## src/rtl/sw_event_trigger_pkg.sv

```systemverilog
package sw_event_trigger_pkg;
  localparam int unsigned EVT_NUM = 32;
  localparam int unsigned EVT_IDX_W = $clog2(EVT_NUM);
  typedef logic [EVT_NUM-1:0] evt_vec_t;
endpackage

```

## src/rtl/swtrig_pend_bank.sv

```systemverilog
module swtrig_pend_bank #(
  parameter int unsigned N = 32,
  localparam int unsigned IW = $clog2(N)
) (
  input  logic          clk,
  input  logic          rst_n,
  input  logic [N-1:0]  set_vec,
  input  logic          acc_valid,
  input  logic [IW-1:0] acc_idx,
  output logic [N-1:0]  pend_q,
  output logic [N-1:0]  lost_vec
);
  logic [N-1:0] clr_vec;
  logic [N-1:0] pend_d;
  logic         pend_ce;

  for (genvar i = 0; i < N; i++) begin : g_clr
    assign clr_vec[i] = acc_valid && (acc_idx == IW'(i));
  end

  always_comb begin
    pend_d   = (pend_q & ~clr_vec) | set_vec;
    lost_vec = set_vec & pend_q;
    pend_ce  = (|set_vec) | acc_valid;
  end

  always_ff @(posedge clk or negedge rst_n) begin
    if (!rst_n)       pend_q <= '0;
    else if (pend_ce) pend_q <= pend_d;
  end
endmodule

```

## src/rtl/swtrig_miss_log.sv

```systemverilog
module swtrig_miss_log #(
  parameter int unsigned N = 32
) (
  input  logic         clk,
  input  logic         rst_n,
  input  logic [N-1:0] lost_vec,
  input  logic [N-1:0] wclr_vec,
  output logic [N-1:0] miss_q
);
  logic [N-1:0] miss_d;
  logic         miss_ce;

  always_comb begin
    miss_d  = (miss_q & ~wclr_vec) | lost_vec;
    miss_ce = (|lost_vec) | (|wclr_vec);
  end

  always_ff @(posedge clk or negedge rst_n) begin
    if (!rst_n)       miss_q <= '0;
    else if (miss_ce) miss_q <= miss_d;
  end
endmodule

```

## src/rtl/swtrig_prio_sel.sv

```systemverilog
module swtrig_prio_sel #(
  parameter int unsigned N = 32,
  localparam int unsigned IW = $clog2(N)
) (
  input  logic [N-1:0]  req_vec,
  output logic          any_vld,
  output logic [IW-1:0] first_idx
);
  always_comb begin
    first_idx = '0;
    for (int i = N - 1; i >= 0; i--) begin
      if (req_vec[i]) first_idx = IW'(i);
    end
    any_vld = |req_vec;
  end
endmodule

```

## src/rtl/sw_event_trigger.sv

```systemverilog
module sw_event_trigger
  import sw_event_trigger_pkg::*;
(
  input  logic                 clk,
  input  logic                 rst_n,
  input  logic                 set_en,
  input  logic [EVT_NUM-1:0]   set_data,
  input  logic                 miss_clr_en,
  input  logic [EVT_NUM-1:0]   miss_clr_data,
  input  logic                 acc_valid,
  input  logic [EVT_IDX_W-1:0] acc_idx,
  output logic [EVT_NUM-1:0]   pend_rd,
  output logic [EVT_NUM-1:0]   miss_rd,
  output logic                 req_valid,
  output logic [EVT_IDX_W-1:0] req_idx
);
  logic [1:0] rst_sync_q;
  logic       rst_sync_n;
  evt_vec_t   set_vec;
  evt_vec_t   wclr_vec;
  evt_vec_t   lost_vec;
  evt_vec_t   pend_q;
  evt_vec_t   miss_q;

  always_ff @(posedge clk or negedge rst_n) begin
    if (!rst_n) rst_sync_q <= 2'b00;
    else        rst_sync_q <= {rst_sync_q[0], 1'b1};
  end
  assign rst_sync_n = rst_sync_q[1];

  always_comb begin
    set_vec  = set_data & {EVT_NUM{set_en}};
    wclr_vec = miss_clr_data & {EVT_NUM{miss_clr_en}};
  end

  swtrig_pend_bank #(.N(EVT_NUM)) u_pend (
    .clk      (clk),
    .rst_n    (rst_sync_n),
    .set_vec  (set_vec),
    .acc_valid(acc_valid),
    .acc_idx  (acc_idx),
    .pend_q   (pend_q),
    .lost_vec (lost_vec)
  );

  swtrig_miss_log #(.N(EVT_NUM)) u_miss (
    .clk     (clk),
    .rst_n   (rst_sync_n),
    .lost_vec(lost_vec),
    .wclr_vec(wclr_vec),
    .miss_q  (miss_q)
  );

  swtrig_prio_sel #(.N(EVT_NUM)) u_sel (
    .req_vec  (pend_q),
    .any_vld  (req_valid),
    .first_idx(req_idx)
  );

  assign pend_rd = pend_q;
  assign miss_rd = miss_q;
endmodule

```

## config.mk

```make
export PLATFORM = sky130hd
export DESIGN_NAME = sw_event_trigger
export DESIGN_NICKNAME = d
export VERILOG_FILES = /design/src/rtl/sw_event_trigger_pkg.sv /design/src/rtl/swtrig_pend_bank.sv /design/src/rtl/swtrig_miss_log.sv /design/src/rtl/swtrig_prio_sel.sv /design/src/rtl/sw_event_trigger.sv
export SDC_FILE = /design/constraint.sdc
export NUM_CORES = 1
export LEC_CHECK = 0
export BUFFER_PORTS_ARGS = -buffer_cell sky130_fd_sc_hd__buf_2
export CAP_MARGIN = 20
export CORE_MARGIN = 4
export CORE_UTILIZATION = 45
export DETAILED_ROUTE_END_ITERATION = 10
export PLACE_DENSITY = 0.77
export SYNTH_ARGS = -nofsm -noshare
export SYNTH_HDL_FRONTEND = slang
export SYNTH_SLANG_ARGS = --single-unit
```

## constraint.sdc

```tcl
create_clock -name clk -period 2.6 [get_ports clk]
set_input_delay 0.39 -clock clk [delete_from_list [all_inputs] [get_ports clk]]
set_output_delay 0.39 -clock clk [all_outputs]
set_load 0.02 [all_outputs]
```

[Yosys cells after proc, flatten, opt, wreduce, memory -nomap -nowiden]
Index checks and enable logic that the tools add are counted.
Cells by class
  muxes and demuxes: 32
  reductions and logical operators: 37
  bitwise gates (word level): 11
  equality and inequality tests: 31
Operators by type and width (count)
  $and A32 B32 Y32: 5
  $mux W5: 32
  $reduce_or A32 Y1: 4
  $eq A5 B5 Y1 const B: 16
  $not A32 Y32: 2
  $or A32 B32 Y32: 2
  $eq A5 B4 Y1 const B: 8
  $logic_and A1 B1 Y1: 32
  $eq A5 B3 Y1 const B: 4
  $eq A5 B2 Y1 const B: 2
  $eq A5 B1 Y1 const B: 1
  $logic_not A5 Y1: 1
  $or A1 B1 Y1: 2
Storage, ports and cells
  input port bits: 74
  output and inout port bits: 70
  logic and storage cells: 114
  register bits after elaboration: 66

[Depth between registers and ports, before layout]
  depth in word-level cells: 32
  gate-level depth with buffers: 5
  depth with buffers taken out: 5

[By module]
From an unflattened synthesis, not the netlist that was laid out.
Unflattened totals
  cell total of the unflattened synthesis: 408
  area total of the unflattened synthesis: 3774.9 µm²
Modules (own cells, without submodules)
  swtrig_pend_bank: sequential area each 800.8 µm², cells each 174, times used 1, area an instance 1696.6 µm²
  swtrig_miss_log: sequential area each 800.8 µm², cells each 96, times used 1, area an instance 1161.1 µm²
  sw_event_trigger: sequential area each 50.0 µm², cells each 73, times used 1, area an instance 531.8 µm²
  swtrig_prio_sel: sequential area each 0.0 µm², cells each 65, times used 1, area an instance 385.4 µm²

[Worst setup path after synthesis]
No wires, ideal clock.
  path kind: register -> output
  start: reg u_pend.pend_q[11]
  end: out req_idx[0]
  arrival: 1695 ps
  required time: 2210 ps
  buffers on the path: 0
  stages on the path, launching flop included: 6
  setup slack: 515 ps
  path through: dfrtp_1 nand2b_1 a21oi_1 nor4_1 a2111oi_0 a221oi_1
On the way
  word-level cells in the longest chain between the ends: 12
RTL lines
  start, declared: RTL line swtrig_pend_bank.sv:10  | output logic [N-1:0] pend_q,
  start signal, assigned: RTL line swtrig_pend_bank.sv:29  | else if (pend_ce) pend_q <= pend_d;
  $mux W5 (12 in a row): RTL line swtrig_prio_sel.sv:12  | if (req_vec[i]) first_idx = IW'(i);
  end, declared: RTL line sw_event_trigger.sv:15  | output logic [EVT_IDX_W-1:0] req_idx
Every way passes these cells.

[Worst setup path in the final report]
Ends and elaborated chain as after synthesis.

==> impl_results.md <==
- Status: finished clean
- Synth Net Count: 399
- Die Width: about 90 um
- Final hold vios: 0
- Die Y: about 90 um
- Peak supply drop: approximately 0.00040 V
- Row count: 29
- Hold Path Class: in2reg
- Total power: 2.43 mW
- Number of max-cap violations: 0
- Core Util, Final: 62.6%
- CP delay by family, top: compound AO/OA/AOI/OAI gates
- WL met3: between 700 and 800 um
- Total core area: around 6500 sq um
- Switch share: 29.5%
- Worst-path clk slew: 0.07 ns
- Max Fclk: between 0.4 and 0.5 GHz
- Num CTS Buffers: 9
- Number of global-route vias before repair: slightly above 3,000
- Critical path data required time: 2.21 ns
- Layout area overhead: 33.3%
- Postcts setup bufs: 0
- Met2 WL: 4.24 mm
- Netlist cell types: 33
- Die ar.: just over 8000 sq um
- TritonCTS clock tree: built
- R2R Path End: u_pend.pend_q[18]
- Setup crit start kind: flip-flop
- Crit. End Element: output port
- Htree depth: 3
- DRT antenna net count: 0
- Nets: about 550
- Routability Congestion: between 0.8 and 0.9
- Cells along the critical path: nand2b_1 > a21oi_1 > nor4_2 > o2111ai_1 > a221oi_1 > buf_2
- Relative slew slack: a little under two fifths
- Buf+Inv Stages, Crit Path: 1
- Diodes inserted: 0
- Largest net degree at the start of global routing: 53
- Avg Cell Area, Syn: about 9.3 sq um
- Share of cells above drive strength 1: ~35%
- Clock Tree Buf Depth: 2
- First-pass GRT wire length: ~15 mm
- Clock power frac: between 30% and 40%
- Synth Warn #: 0
- Lkg Pwr: 1.82 nW
- Setup Crit Path Kind: reg2out
- Hold wc startpoint: set_data[3]
- Final Max Slew Viols: 0
- Psw: 0.716 mW
- Fill count: between 500 and 600
- Starting Density: a little under half
- First-pass detailed-route iteration total: 5
- GRT Total Usage: 22.8%
- Setup TNS: 0 ns
- Critical Path Fanout Max: 7
- Worst EP arrival: about 2.1 ns
- Reg-to-Reg Start: rst_sync_q[1]
- Register share of total power: between 40% and 50%
- Hpwl dp: 6.80 mm
- Commonest non-fill, non-tap cell in the layout: buf_2
- Worst R2R Setup Slack: between 1.5 and 2 ns
- Period utilization: between 90% and 100%
- Slowest library cell on the worst path: dfrtp_1
- Hold Path End: u_pend.pend_q[3]
- Worst Max-Slew Pin Slew: just over 0.9 ns
- Initial antenna violation count: 0
- Ports: between 100 and 150
- # clock sinks: between 60 and 70
- Final wirelength: approximately 9 mm
- Vias per cell: roughly 5.5
- PwrDens: between 600 and 700 nW/um^2
- DR iter-0 viols: approximately 140
- Final setup fails: 0
- Post-Layout Cell Count: ~560
- Mapped Area: a little over 3000 sq um
- Total grt overflow: 0
- Avg WL per Cell: around 16 um
- DRC viols: 0
- Post-synthesis sequential area ratio: a little over half
- Clock Latency Late Sink: about 0.34 ns
- Root Buffer: clkbuf_8
- Worst r2r path cells: 1
- Unrepaired setup endpoints after global routing: no
- Dpl cells: 540
- Syn Inst Count: 325
- Hold Crit Depth: 3
- Crit path largest cell delay: 0.44 ns
- Clk_skew: 0.00550 ns
- Most frequent cells in the layout: buf_2, nand2_1, dfrtp_1
- Met1 wire length: a little under 4 mm
- Min Clock Period, post-route: 2.47 ns
- Via count: between 3,000 and 4,000
- IO Port Bufs: around 140
- Internal power: roughly 1.7 mW
- Gate power share: a little under a fifth
- Uppermost layer routed: met4
- Post-synthesis register bit count: 66
## state kept, by name (all words and copies together) (netlist names)
register	flops
u_miss.miss_q	32
u_pend.pend_q	32
rst_sync_q	2
## kinds of logic (layout without fill, tap and decap cells)
logic type / after synthesis / after routing / synth area share (%)
and+or+nand+nor: 156 / 156 / 23.9
DFF: 66 / 66 / 54.5
AOI/OAI and AO/OA: 86 / 86 / 19.5
buffers and inverters: 16 / 171 / 1.98
other: 1 / 1 / 0.124
## worst max-delay path by stage
stage	from	to	slack [ns]	depth (start not counted)
floorplan	u_pend.pend_q[11]	req_idx[0]	0.51	5
global placement	u_pend.pend_q[11]	req_idx[0]	0.45	6
detailed placement	u_pend.pend_q[11]	req_idx[0]	0.47	6
CTS	u_pend.pend_q[11]	req_idx[0]	0.08	6
global route	u_pend.pend_q[24]	req_idx[0]	0.006	6
finish	u_pend.pend_q[11]	req_idx[0]	0.13	6
## cell type report
| class | count | area (sq um) | share of cell area [%] |
|---|---|---|---|
| Sequential cell | 66 | 1650 | 40.9 |
| Inverter | 7 | 26.3 | 0.650 |
| Tap cell | 77 | 96.3 | 2.38 |
| Clock buffer | 14 | 173 | 4.27 |
| Multi-Input combinational cell | 243 | 1330 | 32.8 |
| Timing Repair Buffer | 148 | 756 | 18.7 |
| Clock inverter | 2 | 10.0 | 0.248 |
## power groups by stage
stage | clock network [mW] | logic [mW] | registers [mW]
floorplan | 0 | 0.126 | 1.32
global placement | 0 | 0.439 | 1.21
detailed placement | 0 | 0.444 | 1.21
CTS | 0.805 | 0.447 | 1.20
global route | 0.856 | 0.482 | 1.21
finish | 0.789 | 0.441 | 1.20
## layer usage
metal,vias up,track usage (%)
met5,-,0
met2,148,36.7
met4,0,6.76
met3,9,6.43
li1,1470,-
met1,1444,29.9
## metrics by stage
stage / setup slack [ns] / hold slack (ns) / area, sq um
3_3_place_gp: 0.447 / 0.174 / 3840
3_5_place_dp: 0.474 / 0.180 / 3840
6_report: 0.126 / 0.265 / 4040
5_1_grt: 0.00593 / 0.259 / 4040
2_1_floorplan: 0.515 / 0.0944 / 3030
4_1_cts: 0.0824 / 0.249 / 4030
## synthesized netlist by cell type
cell type | n | area share, %
nand2_1 | 108 | 13
dfrtp_1 | 66 | 54
o21ai_0 | 41 | 6.8
a32o_1 | 25 | 8.3
nor2_1 | 11 | 1.4
clkbuf_1 | 9 | 1.1
a21oi_1 | 7 | 1.2
inv_1 | 7 | 0.87
nor4_1 | 7 | 1.4
nand2b_1 | 6 | 1.2
nor3_1 | 4 | 0.66
o31ai_1 | 4 | 0.99
a2111oi_0 | 2 | 0.58
a221oi_1 | 2 | 0.58
nand3_1 | 2 | 0.33
nand3b_1 | 2 | 0.50
nand4_1 | 2 | 0.41
nand4b_1 | 2 | 0.58
or2_2 | 2 | 0.41
or4_1 | 2 | 0.50
or4_4 | 2 | 0.74
a211oi_1 | 1 | 0.25
a21boi_1 | 1 | 0.25
a21o_1 | 1 | 0.25
and2_1 | 1 | 0.21
conb_1 | 1 | 0.12
nand2b_4 | 1 | 0.45
nor2b_1 | 1 | 0.21
nor3_4 | 1 | 0.54
nor3b_1 | 1 | 0.25
nor4_4 | 1 | 0.70
o2111ai_1 | 1 | 0.29
o21ai_1 | 1 | 0.16
## repair_timing
action / in CTS / in global routing
gates resized for setup: 0 / 1
endpoints found under the hold margin: 2 / 0
endpoints found under the setup margin: 0 / 1
hold buffers: 1 / 0
Note: power is estimated with default switching activity, not from simulation.
